$ cat src/rtl/bcg_pkg.sv
package bcg_pkg;
   localparam int MODE_W = 7;

   typedef enum logic [2:0] {
      BL_1  = 3'b000,
      BL_2  = 3'b001,
      BL_4  = 3'b010,
      BL_8  = 3'b011,
      BL_FP = 3'b111
   } blen_e;

   localparam logic [2:0] CL3_CODE = 3'b011;
endpackage

$ cat src/rtl/bcg_mode_dec.sv
module bcg_mode_dec
   import bcg_pkg::*;
#(
   parameter int COL_W = 10
) (
   input  logic [MODE_W-1:0] mode_word,
   input  logic              single_write,
   input  logic              is_read,
   output logic [COL_W-1:0]  len_mask,
   output logic              full_page,
   output logic              ilv,
   output logic [1:0]        cas_lat
);
   blen_e code;
   assign code = blen_e'(mode_word[2:0]);

   always_comb begin
      full_page = 1'b0;
      case (code)
         BL_2:    len_mask = COL_W'(1);
         BL_4:    len_mask = COL_W'(3);
         BL_8:    len_mask = COL_W'(7);
         BL_FP: begin
            len_mask  = '1;
            full_page = 1'b1;
         end
         default: len_mask = '0;
      endcase
      if (!is_read && single_write) begin
         len_mask  = '0;
         full_page = 1'b0;
      end
   end

   assign ilv     = mode_word[3] && !full_page;
   assign cas_lat = (mode_word[6:4] == CL3_CODE) ? 2'd3 : 2'd2;
endmodule

$ cat src/rtl/bcg_addr.sv
module bcg_addr #(
   parameter int COL_W  = 10,
   parameter bit ILV_EN = 1'b1
) (
   input  logic [COL_W-1:0] base,
   input  logic [COL_W-1:0] idx,
   input  logic [COL_W-1:0] len_mask,
   input  logic             ilv,
   output logic [COL_W-1:0] col
);
   logic [COL_W-1:0] seq_low;
   assign seq_low = (base + idx) & len_mask;

   generate
      if (ILV_EN) begin : g_ilv
         logic [COL_W-1:0] xor_low;
         assign xor_low = (base ^ idx) & len_mask;
         assign col = (base & ~len_mask) | (ilv ? xor_low : seq_low);
      end else begin : g_seq
         assign col = (base & ~len_mask) | seq_low;
      end
   endgenerate
endmodule

$ cat src/rtl/bcg_rd_pipe.sv
module bcg_rd_pipe #(
   parameter int LAT_MAX = 3
) (
   input  logic       clk,
   input  logic       rst_n,
   input  logic       rd_beat,
   input  logic [1:0] cas_lat,
   output logic       rd_vld
);
   logic [LAT_MAX-1:0] pipe;

   always_ff @(posedge clk) begin
      if (!rst_n) pipe <= '0;
      else        pipe <= {pipe[LAT_MAX-2:0], rd_beat};
   end

   always_comb begin
      rd_vld = 1'b0;
      for (int i = 1; i <= LAT_MAX; i++)
         if (int'(cas_lat) == i) rd_vld = pipe[i-1];
   end
endmodule

$ cat src/rtl/burst_col_gen.sv
module burst_col_gen
   import bcg_pkg::*;
#(
   parameter int COL_W   = 10,
   parameter int LAT_MAX = 3,
   parameter bit ILV_EN  = 1'b1
) (
   input  logic              clk,
   input  logic              rst_n,
   input  logic              start,
   input  logic              is_read,
   input  logic [COL_W-1:0]  start_col,
   input  logic [MODE_W-1:0] mode_word,
   input  logic              single_write,
   input  logic              term,
   output logic [COL_W-1:0]  beat_col,
   output logic              beat_vld,
   output logic              rd_vld,
   output logic              done
);
   generate
      if (COL_W < 4) begin : g_bad_col
         $error("burst_col_gen: COL_W must be at least 4");
      end
      if (LAT_MAX < 3) begin : g_bad_lat
         $error("burst_col_gen: LAT_MAX must be at least 3");
      end
   endgenerate

   logic [COL_W-1:0] dec_mask;
   logic             dec_full, dec_ilv;
   logic [1:0]       dec_cl;

   bcg_mode_dec #(.COL_W(COL_W)) u_dec (
      .mode_word    (mode_word),
      .single_write (single_write),
      .is_read      (is_read),
      .len_mask     (dec_mask),
      .full_page    (dec_full),
      .ilv          (dec_ilv),
      .cas_lat      (dec_cl)
   );

   logic             active_q, full_q, ilv_q, rd_q;
   logic [COL_W-1:0] base_q, idx_q, mask_q;
   logic [1:0]       cl_q;
   logic             last_beat;

   assign last_beat = !full_q && (idx_q == mask_q);

   always_ff @(posedge clk) begin
      if (!rst_n) begin
         active_q <= 1'b0;
         full_q   <= 1'b0;
         ilv_q    <= 1'b0;
         rd_q     <= 1'b0;
         base_q   <= '0;
         idx_q    <= '0;
         mask_q   <= '0;
         cl_q     <= 2'd2;
      end else if (start) begin
         active_q <= 1'b1;
         full_q   <= dec_full;
         ilv_q    <= dec_ilv;
         rd_q     <= is_read;
         base_q   <= start_col;
         idx_q    <= '0;
         mask_q   <= dec_mask;
         cl_q     <= dec_cl;
      end else if (active_q) begin
         if (term || last_beat) active_q <= 1'b0;
         else                   idx_q    <= idx_q + 1'b1;
      end
   end

   bcg_addr #(.COL_W(COL_W), .ILV_EN(ILV_EN)) u_addr (
      .base     (base_q),
      .idx      (idx_q),
      .len_mask (mask_q),
      .ilv      (ilv_q),
      .col      (beat_col)
   );

   bcg_rd_pipe #(.LAT_MAX(LAT_MAX)) u_pipe (
      .clk     (clk),
      .rst_n   (rst_n),
      .rd_beat (active_q && rd_q),
      .cas_lat (cl_q),
      .rd_vld  (rd_vld)
   );

   assign beat_vld = active_q;
   assign done     = active_q && last_beat;
endmodule

$ cat config.mk
export PLATFORM = sky130hd
export DESIGN_NAME = burst_col_gen
export DESIGN_NICKNAME = d
export VERILOG_FILES = /design/src/rtl/bcg_pkg.sv /design/src/rtl/bcg_mode_dec.sv /design/src/rtl/bcg_addr.sv /design/src/rtl/bcg_rd_pipe.sv /design/src/rtl/burst_col_gen.sv
export SDC_FILE = /design/constraint.sdc
export NUM_CORES = 1
export LEC_CHECK = 0
export CAP_MARGIN = 20
export CORE_ASPECT_RATIO = 1.2
export CORE_MARGIN = 1
export CORE_UTILIZATION = 59
export CTS_BUF_LIST = sky130_fd_sc_hd__clkbuf_16
export DETAILED_ROUTE_END_ITERATION = 16
export PLACE_DENSITY = 0.84
export SLEW_MARGIN = 30
export SYNTH_ARGS = -nofsm -noshare
export SYNTH_HDL_FRONTEND = slang
export SYNTH_HIERARCHICAL = 1
export SYNTH_SLANG_ARGS = --single-unit
$ cat constraint.sdc
create_clock -name clk -period 3 [get_ports clk]
set_input_delay 0.45 -clock clk [delete_from_list [all_inputs] [get_ports clk]]
set_output_delay 0.45 -clock clk [all_outputs]
set_load 0.02 [all_outputs]
==> impl_metrics.ini <==
[outcome]
status = completed

[route]
drt_iter0_markers = 102
post_drt_via_cell_ratio = 5.79
wire_per_inst_um = 15.3
wl_um = 5540
num_vias = 2097
drt_first_pass_iters = 4
ant_nets = 0
drc = 0

[clocking]
cts_buffers = 5
htree_levels = 2
cts_setup_buffers = 0
cts.repair.resized = 9
clockRootBuffer = clkbuf_16
clock-sinks = 39
cts_hold_buf = 0
cts_tree = yes
clkSlewWorstSetupHoldPaths_ns = 0.06
clk_latency_ns = 0.28
clk_path_buf_depth = 2

[power]
p_per_area_mw_per_mm2 = 443
switching_power_mw = 0.313
internal-power_mw = 1.02
pwr-share-clk_pct = 44.0
vdd_drop_max_uv = 385
pwr-share-seq_pct = 41.8
leakage_nw = 1.36
power.share.combinational_pct = 14.2
p_sw_share_pct = 23.5

[global_route]
grt_max_degree = 23
grt_pass1_vias = 2047
antenna_found_initial = 0
grt_first_pass_wirelength_um = 8890
grt_remaining_overflow = 0
grt_usage_pct = 27.0

[finish]
area_growth_pct = 20.6
stdcell_count = 362
layout_commonest_cell = dfxtp_1
drive_above_1_share_pct = 14.0
fin_nets = 341
layout_common_cells = dfxtp_1, nor2b_1, clkdlybuf4s50_1
antenna_cells = 0

[timing]
fin_hold_ws_ns = 0.462
hold_viol_final = 0
tightest_slew_ns = 0.858
min_period_over_period_pct = 96.4
layout_min_cycle_time_ns = 2.89
drv_slew = 0
relSlewSlack_pct = 42.6
rsz0062_at_grt = yes
clock_skew_ns = 0.00313
max_freq_mhz = 346
tns_ns = 0
finalSetupViolations = 0

[worst_setup_path]
path_max_fanout = 6
critPathKind = flop to output pin
end_kind = output pin
crit_arrival_ns = 2.44
crit_slowest_cell = clkdlybuf4s50_1
ff2ff_path_depth = 6
start_kind = flop
path_cells = ha_1 > fa_1 > nor2b_1 > xnor2_1 > a21oi_1 > clkdlybuf4s50_1
cp.required_ns = 2.55
cpPeakStageDelay_ns = 0.62

[die]
die_h_um = 73.2
io_pins = 36
fp.coreArea_mm2 = 0.00400
num_rows = 25
die_w_um = 61.3
initial_utilization_pct = 62.2
die_area_mm2 = 0.00449

[hold_path]
min_path_type = flop to flop
hold_depth = 1

[synthesis]
synth_async_sr_flop_share_pct = 0
synth_area_mm2 = 0.00249
syn_nets = 309
postSynthAreaPerCell_um2 = 9.06
yosysUniqueCellTypes = 56
synth-edff-count = 0
yosysSeqAreaShare_pct = 31.3
synthCells = 275
synth_warnings = 6
ys.flop_type = dfxtp_1
synth_seq_cells = 39

[place]
gp_congestion = 0.894
detailed_place_hpwl_um = 4020
place_inst = 354
io_buffer_count = 35

[job]
maxCapViolCount = 0
-- per-stage QoR --
step	total power [mW]	setup WS [ns]	utilization (%)	cell area, µm²
2_1_floorplan	0.685	0.537	-	2490
3_3_place_gp	0.753	0.0870	71.3	2860
3_5_place_dp	0.759	0.0393	71.3	2860
4_1_cts	1.34	0.00217	75.4	3020
5_1_grt	1.38	-0.00158	75.1	3010
6_report	1.33	0.107	75.1	3010
-- registers in the layout, summed over array words and instances (netlist names) --
name	cells
mask_q	10
full_q	1
ilv_q	1
cl_q	2
idx_q	10
rd_q	1
beat_vld	1
base_q	10
u_pipe/pipe	3
-- logic make-up (layout without fill, tap and decap cells) --
group,after synthesis,after routing,share of synthesized area [%]
buffers and inverters,22,55,5.17
XOR/XNOR,14,14,4.92
AO/OA/AOI/OAI,58,58,16.4
AND/OR/NAND/NOR,100,100,24.1
other,1,1,0.150
flip-flops,39,39,31.3
adder cells (fa/ha/maj),12,12,6.28
multiplexers,29,29,11.7
-- cells in the mapped netlist, types with 2 or more instances --
cell type | number | area, µm²
and3_1 | 3 | 18.8
nand3b_1 | 2 | 15.0
nor2_1 | 19 | 71.3
nand2_1 | 15 | 56.3
buf_4 | 7 | 52.6
o21a_1 | 2 | 15.0
and2_1 | 7 | 43.8
a31oi_1 | 5 | 31.3
buf_2 | 4 | 20.0
o21ai_0 | 8 | 40.0
a41o_2 | 2 | 22.5
or3_1 | 3 | 18.8
o211a_1 | 2 | 20.0
ha_1 | 10 | 125
nand4_1 | 3 | 18.8
nand2b_1 | 2 | 12.5
nor3_1 | 2 | 10.0
a21oi_1 | 17 | 85.1
and4_2 | 4 | 40.0
nor4_2 | 2 | 25.0
buf_6 | 2 | 22.5
nor2b_1 | 29 | 181
buf_1 | 2 | 7.51
and4_1 | 2 | 17.5
xor2_1 | 10 | 87.6
a31o_2 | 7 | 61.3
dfxtp_1 | 39 | 781
xnor2_1 | 4 | 35.0
clkbuf_1 | 3 | 11.3
mux2i_1 | 28 | 280
a311oi_1 | 2 | 17.5
inv_1 | 4 | 15.0
-- final cells by class --
cell class	count	area [µm²]
repair buffers	43	395
clock inverters	3	38.8
flip-flops and latches	39	782
well taps	54	67.6
fillers	331	997
clock buffers	5	125
multi-input cells	214	1580
inverters	4	15.0
-- worst paths after layout --
check / start / end / slack [ns]
max: idx_q[0] / beat_col[2] / 0.11
min: u_pipe/pipe[0] / u_pipe/pipe[1] / 0.46
max reg2reg: idx_q[3] / idx_q[7] / 0.86
min reg2reg: u_pipe/pipe[0] / u_pipe/pipe[1] / 0.46
-- critical path: cells and delay by family, from the launching register on --
family                     cells  cell delay (ns)
adders and majority gates      2             0.68
AOI/OAI and AO/OA              1             0.17
DFF                            1             0.35
buffers and inverters          1             0.62
and+or+nand+nor                1             0.17
xor gates and xnor gates       1             0.18
-- metal layers --
| metal | vias to the layer above | routed length [µm] | track usage [%] |
|---|---|---|---|
| met1 | 1007 | 2360 | 28.2 |
| met4 | 0 | 75 | 10.9 |
| met3 | 6 | 133 | 4.79 |
| met2 | 38 | 2970 | 51.1 |
| li1 | 1046 | - | - |
| met5 | - | 0 | 0 |
-- power groups by stage --
stage	Combinational (mW)	Sequential (mW)	Clock, mW
after detailed placement	0.192	0.567	0
after global routing	0.205	0.558	0.618
final	0.189	0.556	0.585
after global placement	0.187	0.566	0
after CTS	0.190	0.556	0.592
after floorplan	0.126	0.559	0
Power figures use the tool's default switching activity.
